$ cat src/rtl/irqc_pkg.sv
package irqc_pkg;

  typedef enum logic {
    TRIG_LEVEL = 1'b0,
    TRIG_EDGE  = 1'b1
  } trig_e;

  localparam int SYNC_MIN = 2;

endpackage

$ cat src/rtl/irqc_line_sync.sv
module irqc_line_sync #(
  parameter int STAGES = 2
) (
  input  logic clk,
  input  logic rst,
  input  logic raw,
  input  logic mode,
  output logic hit
);
  import irqc_pkg::*;

  localparam int TOP = STAGES - 1;

  logic [STAGES-1:0] sr;
  logic              last_q;

  always_ff @(posedge clk) begin
    if (rst) begin
      sr     <= '0;
      last_q <= 1'b0;
    end else begin
      sr     <= {sr[STAGES-2:0], raw};
      last_q <= sr[TOP];
    end
  end

  always_comb begin
    if (mode == logic'(TRIG_EDGE)) hit = sr[TOP] & ~last_q;
    else                           hit = sr[TOP];
  end

endmodule

$ cat src/rtl/irqc_pend_bank.sv
module irqc_pend_bank #(
  parameter int NLINES = 8
) (
  input  logic              clk,
  input  logic              rst,
  input  logic [NLINES-1:0] set_v,
  input  logic [NLINES-1:0] w1c_v,
  input  logic [NLINES-1:0] take_v,
  output logic [NLINES-1:0] pend
);

  logic [NLINES-1:0] pend_q;

  genvar g;
  generate
    for (g = 0; g < NLINES; g++) begin : g_bit
      always_ff @(posedge clk) begin
        if (rst)             pend_q[g] <= 1'b0;
        else if (set_v[g])   pend_q[g] <= 1'b1;
        else if (w1c_v[g] || take_v[g]) pend_q[g] <= 1'b0;
      end
    end
  endgenerate

  assign pend = pend_q;

endmodule

$ cat src/rtl/irqc_pick.sv
module irqc_pick #(
  parameter int NLINES = 8,
  parameter int VEC_W  = 3
) (
  input  logic [NLINES-1:0] elig,
  output logic              any,
  output logic [VEC_W-1:0]  idx,
  output logic [NLINES-1:0] onehot
);

  always_comb begin
    any    = 1'b0;
    idx    = '0;
    onehot = '0;
    for (int i = NLINES - 1; i >= 0; i--) begin
      if (elig[i]) begin
        any    = 1'b1;
        idx    = VEC_W'(i);
        onehot = NLINES'(1) << i;
      end
    end
  end

endmodule

$ cat src/rtl/irqc_top.sv
module irqc_top #(
  parameter int NLINES      = 8,
  parameter int SYNC_STAGES = 2,
  parameter int VEC_W       = (NLINES > 1) ? $clog2(NLINES) : 1
) (
  input  logic              clk,
  input  logic              rst,
  input  logic [NLINES-1:0] irq_req,
  input  logic [NLINES-1:0] trig_mode,
  input  logic [NLINES-1:0] sched_en,
  input  logic [NLINES-1:0] sw_en,
  input  logic [NLINES-1:0] clr_pend,
  input  logic              boundary,
  input  logic              reti,
  output logic              take,
  output logic [VEC_W-1:0]  vec,
  output logic              gie,
  output logic [NLINES-1:0] pend
);
  import irqc_pkg::*;

  localparam int STG = (SYNC_STAGES < SYNC_MIN) ? SYNC_MIN : SYNC_STAGES;

  logic [NLINES-1:0] hit_v;
  logic [NLINES-1:0] pend_v;
  logic [NLINES-1:0] elig_v;
  logic [NLINES-1:0] sel_oh;
  logic [NLINES-1:0] take_clr;
  logic [VEC_W-1:0]  sel_idx;
  logic              sel_any;
  logic              fire;
  logic              gie_q;
  logic              take_q;
  logic [VEC_W-1:0]  vec_q;

  genvar g;
  generate
    for (g = 0; g < NLINES; g++) begin : g_line
      irqc_line_sync #(.STAGES(STG)) u_sync (
        .clk  (clk),
        .rst  (rst),
        .raw  (irq_req[g]),
        .mode (trig_mode[g]),
        .hit  (hit_v[g])
      );
    end
  endgenerate

  irqc_pend_bank #(.NLINES(NLINES)) u_bank (
    .clk    (clk),
    .rst    (rst),
    .set_v  (hit_v),
    .w1c_v  (clr_pend),
    .take_v (take_clr),
    .pend   (pend_v)
  );

  assign elig_v = pend_v & sched_en & sw_en;

  irqc_pick #(.NLINES(NLINES), .VEC_W(VEC_W)) u_pick (
    .elig   (elig_v),
    .any    (sel_any),
    .idx    (sel_idx),
    .onehot (sel_oh)
  );

  assign fire     = boundary & gie_q & sel_any;
  assign take_clr = fire ? sel_oh : '0;

  always_ff @(posedge clk) begin
    if (rst) begin
      gie_q  <= 1'b0;
      take_q <= 1'b0;
      vec_q  <= '0;
    end else begin
      take_q <= fire;
      if (fire) vec_q <= sel_idx;
      if (fire)      gie_q <= 1'b0;
      else if (reti) gie_q <= 1'b1;
    end
  end

  assign take = take_q;
  assign vec  = vec_q;
  assign gie  = gie_q;
  assign pend = pend_v;

endmodule

$ cat config.mk
export PLATFORM = sky130hd
export DESIGN_NAME = irqc_top
export DESIGN_NICKNAME = d
export VERILOG_FILES = /design/src/rtl/irqc_pkg.sv /design/src/rtl/irqc_line_sync.sv /design/src/rtl/irqc_pend_bank.sv /design/src/rtl/irqc_pick.sv /design/src/rtl/irqc_top.sv
export SDC_FILE = /design/constraint.sdc
export NUM_CORES = 1
export LEC_CHECK = 0
export BUFFER_PORTS_ARGS = -buffer_cell sky130_fd_sc_hd__buf_2
export CAP_MARGIN = 10
export CORE_MARGIN = 2
export CORE_UTILIZATION = 39
export CTS_BUF_LIST = sky130_fd_sc_hd__clkbuf_2 sky130_fd_sc_hd__clkbuf_4 sky130_fd_sc_hd__clkbuf_8
export DETAILED_ROUTE_END_ITERATION = 10
export GPL_TIMING_DRIVEN = 1
export PLACE_DENSITY = 0.67
export SYNTH_ARGS = -nofsm -noshare
export SYNTH_HDL_FRONTEND = slang
export SYNTH_SLANG_ARGS = --single-unit
$ cat constraint.sdc
create_clock -name clk -period 1.6 [get_ports clk]
set_input_delay 0.4 -clock clk [delete_from_list [all_inputs] [get_ports clk]]
set_output_delay 0.4 -clock clk [all_outputs]
set_load 0.1 [all_outputs]
Word level (Yosys, flattened, before mapping)

Cells that the tools add are included.

Register bits: 37
Bits in latches: 0
Memory bits (writable): 0
ROM bits: 0
Bits of input ports: 44
Output and inout port bits: 13
Word-level logic and storage cells: 113
Memories: 0

$add $sub $neg: 0
Multipliers: 0
Div/mod/pow operators: 0
Order comparisons: 0
Equal/unequal tests: 0
Shift-type cells: 0
Mux-type cells: 49
Bitwise gates (word level): 20
Reduce and logical (&&, ||, !) cells: 17

Operators with widths:

| cell               | count |
|---|---|
| 2-to-1 mux 8 bit   | 9 |
| 2-to-1 mux 1 bit   | 32 |
| 2-to-1 mux 3 bit   | 8 |
| AND 8 bit          | 2 |
| nonzero test 2 bit | 8 |
| AND 1 bit          | 10 |
| logical OR 1 bit   | 8 |
| inverter 1 bit     | 8 |
| OR reduction 2 bit | 1 |

Longest topological paths before layout

Depth after elaboration: 15
Mapped depth: 5
Gate-level depth less buffers: 4

By module

Synthesis repeated with hierarchy kept, for this count alone.

Cells, all modules: 148
Area, all modules: 1486.4 µm²

By module, submodules not included:

| module         | instances | cells an instance | area an instance (µm²) | seq. area each (µm²) |
|---|---|---|---|---|
| irqc_line_sync | 8         | 7                 | 90.1                   | 60.1 |
| irqc_top       | 1         | 36                | 316.6                  | 100.1 |
| irqc_pend_bank | 1         | 33                | 304.0                  | 160.2 |
| irqc_pick      | 1         | 23                | 145.1                  | 0.0 |

Least setup slack after synthesis

Ideal clock, no wire load.

Path type: reg2reg
Start point: register gie_q, in the netlist gie
End point: register u_bank.pend_q[5], in the netlist u_bank.pend[5]
Data arrival time: 2.049 ns
Required time: 1.483 ns
Setup slack: -0.566 ns
Cell stages (with the launch flop): 4
Path buffers: 0
Clock period less this slack: 2.166 ns
Path through: dfxtp_1 -> nand2_1 -> or4b_1 -> a32o_1

Longest elaborated chain between the ends: 5

Ends and longest elaborated chain:

| element                         | line                 | RTL |
|---|---|---|
| from (decl)                     | irqc_top.sv:32       | `logic gie_q;` |
| from (signal assigned)          | irqc_top.sv:72       | `gie_q <= 1'b0;` |
| from (signal assigned)          | irqc_top.sv:78       | `if (fire) gie_q <= 1'b0;` |
| from (signal assigned)          | irqc_top.sv:79       | `else if (reti) gie_q <= 1'b1;` |
| AND 1 bit (2 in a row)          | irqc_top.sv:67       | `assign fire = boundary & gie_q & sel_any;` |
| 2-to-1 mux 8 bit                | irqc_top.sv:68       | `assign take_clr = fire ? sel_oh : '0;` |
| logical OR 1 bit                | irqc_pend_bank.sv:20 | `else if (w1c_v[g] \|\| take_v[g]) pend_q[g] <= 1'b0;` |
| nonzero test 2 bit (no line)    | --                   |  |
| to (signal, indexed assignment) | irqc_pend_bank.sv:18 | `if (rst) pend_q[g] <= 1'b0;` |
| to (signal, indexed assignment) | irqc_pend_bank.sv:19 | `else if (set_v[g]) pend_q[g] <= 1'b1;` |
| to (signal, indexed assignment) | irqc_pend_bank.sv:20 |  |
| to (decl)                       | irqc_pend_bank.sv:12 | `logic [NLINES-1:0] pend_q;` |

Every way passes these cells.
A chain may end at the register's enable or synchronous reset.

Final worst setup path

Start point: register u_bank.pend_q[1], in the netlist u_bank.pend[1]
End point: output pend[1]

RTL lines:

| element   | line           | RTL |
|---|---|---|
| to (decl) | irqc_top.sv:18 | `output logic [NLINES-1:0] pend` |

No word-level cell between the ends.

==> results.toml <==
[status]
run_status = "finished, final reports clean"

[drt]
via_per_inst = 4.91
drc = 0
first_iter_violations = 36
ant_nets = 0
wl_per_cell_um = 12.4
vias = 1282
firstDrtPassIters = 4
wl_mm = 3.24

[clock_tree]
htree_levels = 2
cts_buffer_depth = 2
clk_latency_ns = 0.33
root_buffer = "clkbuf_4"
cts.sinks = 37
post_cts_buffers = 0
cts_tree = "done"
clk_pin_slew_ns = 0.12
cts_buffers = 5

[sta]
finClkSkew_ns = 0.00480
slew_violations = 0
final.setup.worst_slack_ns = 0.0400
fin_crit_sh_pct = 97.5
finalCriticalPeriod_ns = 1.56
setup_violations = 0
max_slew_margin_pct = 67.6
hold_viol_final = 0
rsz0062_at_grt = "false"
timing.fmax_mhz = 641
max_slew.worst_pin.slew_ns = 0.489

[floorplanning]
dieHeight_um = 64.2
initial_utilization_pct = 41.4
rows = 21
die_w_um = 64.2
core_sq_um = 3420
die_area_sq_um = 4120
ios = 57

[worst_setup_path]
crit_type = "flop to output pin"
path_max_fanout = 4
crit_slowest_cell = "buf_2"
crit_family = "buffers and inverters"
cp_data_required_time_ns = 1.20
critPathMaxStageDelay_ns = 0.44
critPathLaunchType = "flop"
worstPathCellList = "buf_2"
cp.arrival_ns = 1.16
cp-end-kind = "output pin"
cp.buffers_inverters = 1

[finish]
final_cell_mix = "buf_2, dfxtp_1, nor2b_1"
fin_nets = 258
syn_to_final_growth_pct = 35.2
final_common_cell = "buf_2"
fillers = 343
drive_above_1_share_pct = 42.3
multi_input_area_sq_um = 653
antennaDiodeCount = 0
seqCellArea_sq_um = 752
layoutNonFillerInstCount = 261

[logic_synthesis]
syn_nets = 190
synth_seq_cells = 37
syn_inst = 146
yosysSeqAreaShare_pct = 52.4
syn-mean-instance-area_sq_um = 9.68
synthDistinctLibCells = 31
ys_warn_count = 0
netlist_area_sq_um = 1410

[place]
gp_congestion = 0.924
dp_hpwl_mm = 2.57
place_inst = 253
io_buffers = 56
place_ws_ns = 0.0103

[power_and_ir_drop]
seqPwrFrac_pct = 52.0
switching_share_pct = 26.3
switchingPower_mw = 0.493
ir_drop_mv = 0.712
p_int_mw = 1.38
power_frac_clock_pct = 34.7
power_density_nw_per_um2 = 979
total_power_mw = 1.87
p_leak_nw = 0.836
combPwrFrac_pct = 13.3

[global_routing]
antenna_found_initial = 0
grt_pass1_vias = 1188
track_usage_pct = 16.3
grt_first_pass_wirelength_mm = 5.13
grt_max_degree = 23
overflow = 0

[job]
drv_cap = 0

[worst_hold_path]
holdCritPathClass = "input port to flop"
[stage by stage]
step	util (%)	hold slack (ns)	TNS (ns)	cell area (sq um)
finish	56.0	0.244	0	1910
global route	56.0	0.232	0	1910
CTS	55.7	0.235	0	1900
detailed placement	53.2	0.420	0	1820
global placement	53.2	0.420	0	1820
floorplan	-	0.414	-0.189	1430
[kinds of logic (layout without fill, tap and decap cells)]
family	count (synthesis)	count (layout)	synth area share, %
AND/OR/NAND/NOR	81	81	35.2
buffers and inverters	5	74	1.42
AO/OA/AOI/OAI	23	23	11.0
flip-flops	37	37	52.4
[layer usage]
layer	wire length [um]	share of wire (%)	global-route usage [%]
met4	19	0.59	5.59
met5	0	0	0
met1	1490	46	20.1
met3	221	6.8	5.63
met2	1510	47	26.6
[synthesized netlist by cell type]
cell	instances	area, sq um
dfxtp_1	37	741
and4_2	1	10.0
and3_2	1	7.51
a22oi_1	1	7.51
or4b_1	1	10.0
clkbuf_1	4	15.0
nand3_2	1	10.0
and3_1	3	18.8
nand3_1	4	20.0
nor4_1	2	12.5
nor2_1	10	37.5
o21ai_0	4	20.0
buf_2	1	5.00
a31o_2	1	8.76
a41oi_1	1	8.76
nor2b_1	25	156
nand4_1	3	18.8
nand2_1	18	67.6
nand4b_1	1	8.76
nor3_1	3	15.0
a21boi_0	1	7.51
and4_1	1	8.76
nand3_4	3	52.6
nor4b_1	1	8.76
a32o_1	3	30.0
nand4_4	1	21.3
a211oi_1	3	22.5
nand3b_1	1	7.51
a21oi_1	7	35.0
o211ai_1	2	15.0
and2_1	1	6.26
[area by class of cell]
class | instances | share of cell area [%]
flip-flops and latches | 37 | 39.3
multi-input cells | 104 | 34.2
well taps | 46 | 3.01
repair buffers | 66 | 19.1
clock inverters | 3 | 2.42
clock buffers | 5 | 1.96
[state kept, by name, indices dropped and copies added, names as in the netlist]
signal                cells
g_line.u_sync.last_q      8
g_line.u_sync.sr         16
gie                       1
take                      1
u_bank.pend               8
vec                       3
[power by group through the flow]
stage,Sequential [mW],Clock [mW],Combinational [mW]
global placement,0.994,0,0.246
floorplan,1.07,0,0.0708
finish,0.974,0.650,0.248
CTS,0.974,0.664,0.249
global route,0.979,0.721,0.267
detailed placement,0.995,0,0.248
[worst reg2reg max path, cell delays in order, from the launching register on]
cell	delay, ns
dfxtp_2	0.36
nand3_2	0.09
nand4_4	0.10
or4b_1	0.50
a32o_1	0.25
[repair_timing]
action                                  4_1_cts  5_1_grt
hold endpoints to repair                      0        0
endpoints found under the setup margin        0        4
hold buffers                                  0        0
gates resized for setup                       0        4
[path summary, 6_finish.rpt]
check	start	endpoint	slack, ns	cells after the start
max	u_bank.pend[1]$_SDFFE_PP0P_	pend[1]	0.04	1
min	rst	g_line[3].u_sync.last_q$_SDFF_PP0_	0.24	2
max reg2reg	u_bank.pend[2]$_SDFFE_PP0P_	u_bank.pend[5]$_SDFFE_PP0P_	0.21	4
min reg2reg	g_line[2].u_sync.sr[0]$_SDFF_PP0_	g_line[2].u_sync.sr[1]$_SDFF_PP0_	0.45	1
Power figures use the tool's default switching activity.
